<file path="config.mk">
export PLATFORM = sky130hd
export DESIGN_NAME = legacy_trap_ctrl
export DESIGN_NICKNAME = d
export VERILOG_FILES = /design/src/rtl/legacy_trap_pkg.sv /design/src/rtl/legacy_trap_decode.sv /design/src/rtl/legacy_trap_src.sv /design/src/rtl/legacy_trap_regs.sv /design/src/rtl/legacy_trap_ctrl.sv
export SDC_FILE = /design/constraint.sdc
export NUM_CORES = 1
export LEC_CHECK = 0
export ABC_AREA = 0
export CORE_ASPECT_RATIO = 1.1
export CORE_MARGIN = 3
export CORE_UTILIZATION = 53
export CTS_BUF_LIST = sky130_fd_sc_hd__clkbuf_8 sky130_fd_sc_hd__clkbuf_16
export CTS_CLUSTER_DIAMETER = 80
export CTS_CLUSTER_SIZE = 14
export DETAILED_ROUTE_END_ITERATION = 16
export MAX_ROUTING_LAYER = met4
export PLACE_DENSITY_LB_ADDON = 0.12
export REMOVE_ABC_BUFFERS = 1
export SYNTH_ARGS = -nofsm -noshare
export SYNTH_HDL_FRONTEND = slang
export SYNTH_SLANG_ARGS = --single-unit
</file>
<file path="constraint.sdc">
create_clock -name clk -period 2.8 [get_ports clk]
set_input_delay 0.7 -clock clk [delete_from_list [all_inputs] [get_ports clk]]
set_output_delay 0.7 -clock clk [all_outputs]
set_load 0.005 [all_outputs]
</file>
<file path="src/rtl/legacy_trap_pkg.sv">
package legacy_trap_pkg;
  localparam int IO_AW = 16;
  localparam int DW    = 8;
  localparam int SRC_W = 6;

  localparam logic [IO_AW-1:0] P_MONO_MODE  = 16'h03B8;
  localparam logic [IO_AW-1:0] P_MONO_CFG   = 16'h03BF;
  localparam logic [IO_AW-1:0] P_CGA_MODE   = 16'h03D8;
  localparam logic [IO_AW-1:0] P_CGA_COLOR  = 16'h03D9;
  localparam logic [IO_AW-1:0] P_CRTC_MONO  = 16'h03B4;
  localparam logic [IO_AW-1:0] P_CRTC_COLOR = 16'h03D4;
  localparam logic [IO_AW-5:0] P_GRP_3C     = 12'h03C;

  // arm register bit positions
  localparam int ARM_CRTC = 2;
  localparam int ARM_MONO = 3;
  localparam int ARM_CGA  = 4;
  localparam int ARM_3CX  = 5;
  localparam int ARM_BASE = 7;

  // source register bit positions
  localparam int SRC_CRTC_IDX = 0;
  localparam int SRC_CRTC_DAT = 1;
  localparam int SRC_MODE     = 2;
  localparam int SRC_COLOR    = 3;
  localparam int SRC_MONOCFG  = 4;
  localparam int SRC_3CX      = 5;

  typedef struct packed {
    logic [SRC_W-1:0] ev;
    logic             cap_mode;
    logic             cap_color;
    logic             cap_mcfg;
  } decode_t;
endpackage

</file>
<file path="src/rtl/legacy_trap_decode.sv">
module legacy_trap_decode
  import legacy_trap_pkg::*;
#(
  parameter logic [IO_AW-1:0] IDX_PORT = 16'h03CE
) (
  input  logic [IO_AW-1:0] io_addr,
  input  logic             io_wr,
  input  logic [DW-1:0]    arm,
  output decode_t          dec
);
  localparam logic [IO_AW-1:0] DAT_PORT = IDX_PORT + 16'd1;

  logic [IO_AW-1:0] crtc_base;
  logic             in_3cx;

  always_comb begin
    crtc_base = arm[ARM_BASE] ? P_CRTC_MONO : P_CRTC_COLOR;
    in_3cx    = (io_addr[IO_AW-1:4] == P_GRP_3C) &&
                (io_addr != IDX_PORT) && (io_addr != DAT_PORT);

    dec = '0;
    dec.ev[SRC_CRTC_IDX] = io_wr && arm[ARM_CRTC] && (io_addr == crtc_base);
    dec.ev[SRC_CRTC_DAT] = io_wr && arm[ARM_CRTC] && (io_addr == crtc_base + 16'd1);
    dec.ev[SRC_MODE]     = io_wr && ((arm[ARM_MONO] && (io_addr == P_MONO_MODE)) ||
                                     (arm[ARM_CGA]  && (io_addr == P_CGA_MODE)));
    dec.ev[SRC_COLOR]    = io_wr && arm[ARM_CGA]  && (io_addr == P_CGA_COLOR);
    dec.ev[SRC_MONOCFG]  = io_wr && arm[ARM_MONO] && (io_addr == P_MONO_CFG);
    dec.ev[SRC_3CX]      = io_wr && arm[ARM_3CX]  && in_3cx;

    dec.cap_mode  = io_wr && ((io_addr == P_MONO_MODE) || (io_addr == P_CGA_MODE));
    dec.cap_color = io_wr && (io_addr == P_CGA_COLOR);
    dec.cap_mcfg  = io_wr && (io_addr == P_MONO_CFG);
  end
endmodule

</file>
<file path="src/rtl/legacy_trap_src.sv">
module legacy_trap_src
  import legacy_trap_pkg::*;
(
  input  logic             clk,
  input  logic             rst_n,
  input  logic             load,
  input  logic [SRC_W-1:0] load_val,
  input  logic [SRC_W-1:0] ev,
  output logic [DW-1:0]    src_q,
  output logic             trap
);
  logic [SRC_W-1:0] bits_q, bits_d;
  logic             bits_en;

  always_comb begin
    bits_en = load || (|ev);
    bits_d  = (load ? load_val : bits_q) | ev;
  end

  always_ff @(posedge clk or negedge rst_n) begin
    if (!rst_n)       bits_q <= '0;
    else if (bits_en) bits_q <= bits_d;
  end

  assign src_q = {{(DW-SRC_W){1'b0}}, bits_q};
  assign trap  = |bits_q;

  AST_SRC_STICKY: assert property (@(posedge clk) disable iff (!rst_n)
    !load |=> (($past(src_q) & ~src_q) == '0));
  AST_EVENT_LANDS: assert property (@(posedge clk) disable iff (!rst_n)
    (|ev) |=> ((src_q[SRC_W-1:0] & $past(ev)) == $past(ev)));
  AST_SRC_RSV_ZERO: assert property (@(posedge clk) disable iff (!rst_n)
    src_q[DW-1:SRC_W] == '0);
  AST_TRAP_CLEARS: assert property (@(posedge clk) disable iff (!rst_n)
    (load && (load_val == '0) && (ev == '0)) |=> !trap);
endmodule

</file>
<file path="src/rtl/legacy_trap_regs.sv">
module legacy_trap_regs
  import legacy_trap_pkg::*;
#(
  parameter logic [IO_AW-1:0] IDX_PORT = 16'h03CE,
  parameter logic [3:0]       VERSION  = 4'd1,
  parameter logic [DW-1:0]    IDX_MST  = 8'h20,
  parameter logic [DW-1:0]    IDX_ARM  = 8'h21,
  parameter logic [DW-1:0]    IDX_SRC  = 8'h22,
  parameter logic [DW-1:0]    IDX_RBM  = 8'h23,
  parameter logic [DW-1:0]    IDX_RBC  = 8'h24
) (
  input  logic             clk,
  input  logic             rst_n,
  input  logic [IO_AW-1:0] io_addr,
  input  logic [DW-1:0]    io_wdata,
  input  logic             io_wr,
  input  logic             io_rd,
  input  decode_t          dec,
  input  logic [DW-1:0]    src_q,
  output logic [DW-1:0]    arm_q,
  output logic             src_load,
  output logic [DW-1:0]    io_rdata
);
  localparam logic [IO_AW-1:0] DAT_PORT = IDX_PORT + 16'd1;
  localparam int CW = 2;

  logic [DW-1:0] idx_q, rbm_q, arm_d, rbm_d;
  logic          ext_q, ext_d;
  logic [SRC_W-1:0] color_q, color_d;
  logic [CW-1:0]    mcfg_q, mcfg_d;
  logic wr_idx, wr_dat, idx_en, ext_en, arm_en, rbm_en, color_en, mcfg_en;
  logic [DW-1:0] reg_val;

  always_comb begin
    wr_idx   = io_wr && (io_addr == IDX_PORT);
    wr_dat   = io_wr && (io_addr == DAT_PORT);
    idx_en   = wr_idx;
    ext_en   = wr_dat && (idx_q == IDX_MST);
    ext_d    = io_wdata[5];
    arm_en   = wr_dat && ext_q && (idx_q == IDX_ARM);
    arm_d    = io_wdata;
    src_load = wr_dat && ext_q && (idx_q == IDX_SRC);
    rbm_en   = dec.cap_mode;
    rbm_d    = io_wdata;
    color_en = dec.cap_color;
    color_d  = io_wdata[SRC_W-1:0];
    mcfg_en  = dec.cap_mcfg;
    mcfg_d   = io_wdata[CW-1:0];
  end

  always_ff @(posedge clk or negedge rst_n) begin
    if (!rst_n) begin
      idx_q   <= '0;
      ext_q   <= 1'b0;
      arm_q   <= '0;
      rbm_q   <= '0;
      color_q <= '0;
      mcfg_q  <= '0;
    end else begin
      if (idx_en)   idx_q   <= io_wdata;
      if (ext_en)   ext_q   <= ext_d;
      if (arm_en)   arm_q   <= arm_d;
      if (rbm_en)   rbm_q   <= rbm_d;
      if (color_en) color_q <= color_d;
      if (mcfg_en)  mcfg_q  <= mcfg_d;
    end
  end

  always_comb begin
    reg_val = '0;
    if (idx_q == IDX_MST) reg_val = {2'b00, ext_q, 1'b0, VERSION};
    else if (ext_q) begin
      case (idx_q)
        IDX_ARM: reg_val = arm_q;
        IDX_SRC: reg_val = src_q;
        IDX_RBM: reg_val = rbm_q;
        IDX_RBC: reg_val = {mcfg_q, color_q};
        default: reg_val = '0;
      endcase
    end
    if (io_rd && (io_addr == IDX_PORT))      io_rdata = idx_q;
    else if (io_rd && (io_addr == DAT_PORT)) io_rdata = reg_val;
    else                                     io_rdata = '0;
  end

  AST_ARM_GATED: assert property (@(posedge clk) disable iff (!rst_n)
    (wr_dat && (idx_q == IDX_ARM) && !ext_q) |=> $stable(arm_q));
  AST_RBM_HOLD: assert property (@(posedge clk) disable iff (!rst_n)
    !dec.cap_mode |=> $stable(rbm_q));
  AST_RBC_HOLD: assert property (@(posedge clk) disable iff (!rst_n)
    !(dec.cap_color || dec.cap_mcfg) |=> ($stable(color_q) && $stable(mcfg_q)));
endmodule

</file>
<file path="src/rtl/legacy_trap_ctrl.sv">
module legacy_trap_ctrl
  import legacy_trap_pkg::*;
#(
  parameter logic [IO_AW-1:0] IDX_PORT = 16'h03CE,
  parameter logic [3:0]       VERSION  = 4'd1
) (
  input  logic             clk,
  input  logic             rst_n,
  input  logic [IO_AW-1:0] io_addr,
  input  logic [DW-1:0]    io_wdata,
  input  logic             io_wr,
  input  logic             io_rd,
  output logic [DW-1:0]    io_rdata,
  output logic             trap
);
  decode_t       dec;
  logic [DW-1:0] arm_q, src_q;
  logic          src_load;

  legacy_trap_decode #(.IDX_PORT(IDX_PORT)) u_decode (
    .io_addr (io_addr),
    .io_wr   (io_wr),
    .arm     (arm_q),
    .dec     (dec)
  );

  legacy_trap_regs #(.IDX_PORT(IDX_PORT), .VERSION(VERSION)) u_regs (
    .clk      (clk),
    .rst_n    (rst_n),
    .io_addr  (io_addr),
    .io_wdata (io_wdata),
    .io_wr    (io_wr),
    .io_rd    (io_rd),
    .dec      (dec),
    .src_q    (src_q),
    .arm_q    (arm_q),
    .src_load (src_load),
    .io_rdata (io_rdata)
  );

  legacy_trap_src u_src (
    .clk      (clk),
    .rst_n    (rst_n),
    .load     (src_load),
    .load_val (io_wdata[SRC_W-1:0]),
    .ev       (dec.ev),
    .src_q    (src_q),
    .trap     (trap)
  );

  AST_NO_TRAP_FROM_READ: assert property (@(posedge clk) disable iff (!rst_n)
    (!io_wr && !trap) |=> !trap);
  AST_RDATA_IDLE: assert property (@(posedge clk) disable iff (!rst_n)
    !io_rd |-> (io_rdata == '0));
endmodule

</file>
# Yosys cells after proc, flatten, opt, wreduce, memory -nomap -nowiden
# Index checks and enable logic that the tools add are counted.
[totals]
reg_bits = 39
out_inout_bits = 9
in_bits = 28
wordCells = 62
[op_classes]
n_bitwise = 1
eq_ne = 16
n_addsub = 1
mux = 7
reduce_logical = 30
[ops]
columns = ["op", "count"]
rows = [
  ["$eq A16 B10 Y1 const B", 6],
  ["$eq A8 B6 Y1 const B", 5],
  ["$eq A16 B16 Y1", 2],
  ["$mux W8", 4],
  ["$ne A16 B10 Y1 const B", 2],
  ["$pmux W8 S4", 1],
  ["$logic_and A1 B1 Y1", 25],
  ["$add A16 B1 Y16 const B", 1],
  ["$eq A12 B6 Y1 const B", 1],
  ["$reduce_or A6 Y1", 2],
  ["$mux W7", 1],
  ["$mux W6", 1],
  ["$or A6 B6 Y6", 1],
  ["$logic_or A1 B1 Y1", 3],
]

# Depth between registers and ports, before layout
[depth]
word_depth = 6
ltp_mapped = 6

# Hierarchy
# A second synthesis with hierarchy kept.
[unflattened]
cells_unflattened = 220
hier_area_um2 = 2348.5
[by_module_without_submodules]
columns = ["module", "cells_per_inst", "area_each_um2", "instances"]
rows = [
  ["legacy_trap_regs", 164, 1818.0, 1],
  ["legacy_trap_src", 25, 296.5, 1],
  ["legacy_trap_decode", 31, 234.0, 1],
]

# Worst setup path after synthesis
# No wires, ideal clock.
[synth_timing]
path_kind = "input -> output"
from = "in io_addr[13]"
to = "out io_rdata[1]"
stages = 4
required_time_ns = 2.100
arrival_ns = 1.842
slack_ns = 0.258
path_buffers = 0
path_cell_list = "nor4_4 -> nand3_4 -> nor4_2 -> a32o_1"
[synth_via]
elab_chain_cells = 4
[synth_lines]
columns = ["item", "line_no", "rtl"]
rows = [
  ["from (decl)", "legacy_trap_ctrl.sv:9", "input logic [IO_AW-1:0] io_addr,"],
  ["$eq A16 B10 Y1", "legacy_trap_regs.sv:82", "else if (io_rd && (io_addr == DAT_PORT)) io_rdata = reg_val;"],
  ["$logic_and A1 B1 Y1", "legacy_trap_regs.sv:82", ""],
  ["$mux W8", "legacy_trap_regs.sv:82", ""],
  ["$mux W8 *", "legacy_trap_regs.sv:81", "if (io_rd && (io_addr == IDX_PORT)) io_rdata = idx_q;"],
  ["to (decl)", "legacy_trap_ctrl.sv:13", "output logic [DW-1:0] io_rdata,"],
]
# Every way passes the cells marked *; elsewhere a longest branch is shown, timed or not.

# Final worst setup path
[layout_timing]
from = "in io_addr[14]"
to = "out io_rdata[2]"
# Same word-level chain as after synthesis.

==> results.env <==
RUN_STATUS='finished, violations left'
VIOLATIONS='negative setup slack'
CAP_VIOL_MAX_COUNT=0
CTS.PATH.MAX_BUFFERS=2
GRT_PASS1_VIAS=2232
GRT_ANTENNA_BEFORE_REPAIR=0
STARTPOINT='io_addr[14]'
DIE_WIDTH_UM=68.0
FINALCRITICALPERIOD_NS=2.87
CLK-INSERTION-DELAY-LATE_NS=0.29
FILL_CELLS=287
DIE_AREA_UM2=5050
GRT_FIRST_PASS_WIRELENGTH_MM=10.8
PORTION_OF_TOTAL_POWER_ATTRIBUTED_TO_COMBINATIONAL_LOGIC=0.093
DRTPASS1ITERATIONS=4
CTS_HOLD_BUF=0
VDD_DROP_MAX_uV=249
GP_ROUTABILITY_CONGESTION=0.911
NETLIST-CELL-TYPE-COUNT=41
INTERNAL_POWER_uW=775
POWERDENSITY_nW_PER_UM2=329
RR_STARTPOINT='u_regs.idx_q[2]$_DFFE_PN0P_'
CRIT_ARRIVAL_NS=2.17
POST_SYNTHESIS_COMPOUND_GATE_AREA_FRACTION=0.144
CRIT_PATH_END_KIND='output pin'
SETUP_WS_NS=-0.0716
PERIOD_SHARE=1.03
WORST_CLOCK_SKEW_NS=0.00457
WORST-ENDPOINT-REQUIRED_NS=2.10
CRITICAL_PATH_STARTPOINT_CATEGORY='input port'
MULTI_INPUT_COMBINATIONAL_CELL_AREA_UM2=1260
POWER_LEAKAGE_uW=0.00144
HOLD_PATH.CLASS='in2async'
SYNTH-ADDER-AREA-SHARE=0
DIE_H_UM=74.2
PLACEMENT_ROWS=24
MAXIMUM_NUMBER_OF_PINS_ON_ONE_NET_BEFORE_GLOBAL_ROUTE_REPAIR=40
CLKTRANSATPATHREGS_NS=0.07
REG2REG_DEPTH=5
FINAL_CELL_MIX='sky130_fd_sc_hd__buf_4, sky130_fd_sc_hd__dfrtp_1, sky130_fd_sc_hd__mux2_2'
GLOBAL_ROUTE.USAGE.TOTAL=0.298
HOLD_FAILS_FINAL_RPT=0
UTILIZATION=0.764
CLOCK-SINKS=39
CTS_MAX_LEVEL=2
CRIT_PATH_MAX_FANOUT=4
START_UTIL=0.557
P_SW_uW=237
POST_SYNTH_XOR_AREA_FRACTION=0
SWITCHING_SHARE=0.234
YS_SEQ_AREA_FRAC=0.435
FINAL_COMMON_CELL='sky130_fd_sc_hd__buf_4'
AREA.SEQUENTIAL_UM2=977
R2R_SETUP_SLACK_NS=0.69
FINISH.NET_COUNT=313
WORST_SLEW_MARGIN_REL=0.425
SYNTH.AVG_CELL_AREA_UM2=11.2
FMAX_MHz=348
DETAIL_ROUTE.DRC_VIOLATIONS=0
WARNING_COUNT_FROM_THE_YOSYS_RUN=0
SEQUENTIALPOWERSHARE=0.556
TOTAL_WIRELENGTH_MM=6.94
DRT-INITIAL-DRC-COUNT=137
SYNTH_SIMPLE_GATE_AREA_FRAC=0.211
DETAILEDPLACE.WORSTSLACK_NS=-0.685
NUMCTSBUFFERS=5
SYNTHCELLS=200
IO-PIN-COUNT=37
VIA_COUNT=2124
GRT-OVFL-TOTAL=0
FP.COREAREA_UM2=4020
TIGHTEST_SLEW_NS=0.863
DRV_SLEW=0
FINAL-SETUP-VIOL-COUNT=3
AREA_GROWTH_PCT=37.1
YS_SEQ_ELEMENTS=39
CLOCKROOTBUFFER='sky130_fd_sc_hd__clkbuf_8'
POSTROUTEANTENNANETS=0
POST_DRT_VIA_CELL_RATIO=6.32
SYNTH.AREA.MUX_SHARE=0.190
ROUTE.DETAILED.WL_PER_INST_UM=20.7
FRACTION_OF_LAYOUT_INSTANCES_USING_A_DRIVE_STRENGTH_ABOVE_1=0.447
DP_HPWL_MM=4.81
NETLIST_AREA_UM2=2240
NUMBER_OF_INPUT_AND_OUTPUT_PORT_BUFFERS_INSERTED=36
COMBINATIONAL_FAMILY_WITH_THE_MOST_AREA_AFTER_SYNTHESIS='simple AND/OR/NAND/NOR gates'
CTS_TREE='yes'
P_CLK_FRAC=0.350
CRIT_TYPE='in2out'
DIODES=0
R2R-END='u_src.bits_q[3]$_DFFE_PN0P_'
WORSTSETUPENDPOINT='io_rdata[2]'
GRT_SETUP_UNREPAIRED='true'
## power by group through the flow
stage / combinational, uW / sequential [uW] / clock [uW]
after floorplan: 14.0 / 574 / 0
after global placement: 89.5 / 574 / 0
after detailed placement: 92.4 / 574 / 0
after CTS: 92.8 / 563 / 361
after global routing: 102 / 563 / 383
final: 94.6 / 563 / 355
## synthesized netlist by cell type (all sizes together)
| cell type | n | area (um2) |
|---|---|---|
| nor2 | 9 | 33.8 |
| a21oi | 5 | 25.0 |
| nor4 | 6 | 73.8 |
| a22oi | 6 | 45.0 |
| or3 | 2 | 12.5 |
| nor4b | 1 | 8.76 |
| o31a | 6 | 52.6 |
| nand2b | 1 | 6.26 |
| mux2 | 37 | 417 |
| nor2b | 10 | 62.6 |
| a221o | 4 | 40.0 |
| clkbuf | 4 | 15.0 |
| inv | 4 | 15.0 |
| nand4 | 4 | 25.0 |
| a211o | 2 | 17.5 |
| dfrtp | 39 | 976 |
| a2111o | 1 | 11.3 |
| a221oi | 2 | 17.5 |
| and3 | 2 | 12.5 |
| nor3b | 4 | 30.0 |
| a41oi | 1 | 8.76 |
| o211ai | 1 | 7.51 |
| and4 | 1 | 8.76 |
| nor3 | 7 | 56.3 |
| a211oi | 1 | 7.51 |
| nand3b | 2 | 15.0 |
| nand3 | 8 | 57.6 |
| nand2 | 11 | 41.3 |
| a32o | 6 | 60.1 |
| buf | 3 | 12.5 |
| and4bb | 1 | 12.5 |
| mux2i | 1 | 10.0 |
| o21ai | 6 | 30.0 |
| nand4b | 2 | 17.5 |
## layer usage
metal  part of all wire  track usage  vias up
met3              0.085       0.0710       28
met1               0.38        0.348     1046
met4              0.039        0.150        0
met5                  0            -        -
met2               0.50        0.476      110
li1                   -            -      940
## flip-flops by register name (all words and copies together) (netlist names)
| name | cells |
|---|---|
| u_regs.idx_q | 8 |
| u_regs.arm_q | 8 |
| u_regs.rbm_q | 8 |
| u_regs.mcfg_q | 2 |
| u_src.bits_q | 6 |
| u_regs.color_q | 6 |
| u_regs.ext_q | 1 |
## worst max-delay path, cell delays in order
cell,delay [ns]
sky130_fd_sc_hd__buf_6,0.10
sky130_fd_sc_hd__nor4_4,0.35
sky130_fd_sc_hd__nand3_4,0.15
sky130_fd_sc_hd__nor4_4,0.29
sky130_fd_sc_hd__buf_4,0.17
sky130_fd_sc_hd__buf_6,0.09
sky130_fd_sc_hd__buf_6,0.08
sky130_fd_sc_hd__a32o_2,0.13
sky130_fd_sc_hd__buf_2,0.11
## worst min-delay path by stage
stage / start / endpoint
after floorplan: rst_n / u_regs.arm_q[0]$_DFFE_PN0P_
after global placement: u_regs.color_q[0]$_DFFE_PN0P_ / u_regs.color_q[0]$_DFFE_PN0P_
after detailed placement: u_regs.arm_q[1]$_DFFE_PN0P_ / u_regs.arm_q[1]$_DFFE_PN0P_
after CTS: u_regs.arm_q[1]$_DFFE_PN0P_ / u_regs.arm_q[1]$_DFFE_PN0P_
after global routing: u_regs.color_q[0]$_DFFE_PN0P_ / u_regs.color_q[0]$_DFFE_PN0P_
final: rst_n / u_regs.rbm_q[2]$_DFFE_PN0P_
## final cells by class
| type | count | share of cell area |
|---|---|---|
| clock inverters | 1 | 0.00244 |
| multi-input cells | 150 | 0.412 |
| well taps | 52 | 0.0212 |
| flip-flops and latches | 39 | 0.318 |
| clock buffers | 5 | 0.0224 |
| inverters | 4 | 0.00489 |
| repair buffers | 85 | 0.219 |
## cell families (layout without fill, tap and decap cells)
group | after synthesis | count (layout)
AOI/OAI and AO/OA | 41 | 41
and+or+nand+nor | 71 | 71
DFF | 39 | 39
muxes | 38 | 38
buffers and inverters | 11 | 95
## repair_timing
action | in CTS | in global routing
pin swaps | 5 | 5
gates resized for setup | 71 | 14
gates cloned | 0 | 0
endpoints found under the setup margin | 8 | 8
setup buffers | 9 | 3
## stage by stage
| step | instances | total power (uW) | setup TNS [ns] | hold slack [ns] | instance area [um2] |
|---|---|---|---|---|---|
| 2_1_floorplan | 193 | 588 | 0 | 0.404 | 2210 |
| 3_3_place_gp | 318 | 664 | -5.06 | 0.484 | 2910 |
| 3_5_place_dp | 318 | 667 | -5.50 | 0.493 | 2910 |
| 4_1_cts | 333 | 1020 | 0 | 0.510 | 3060 |
| 5_1_grt | 336 | 1050 | -0.549 | 0.521 | 3070 |
| 6_report | 336 | 1010 | -0.118 | 0.512 | 3070 |
Power figures use the tool's default switching activity.
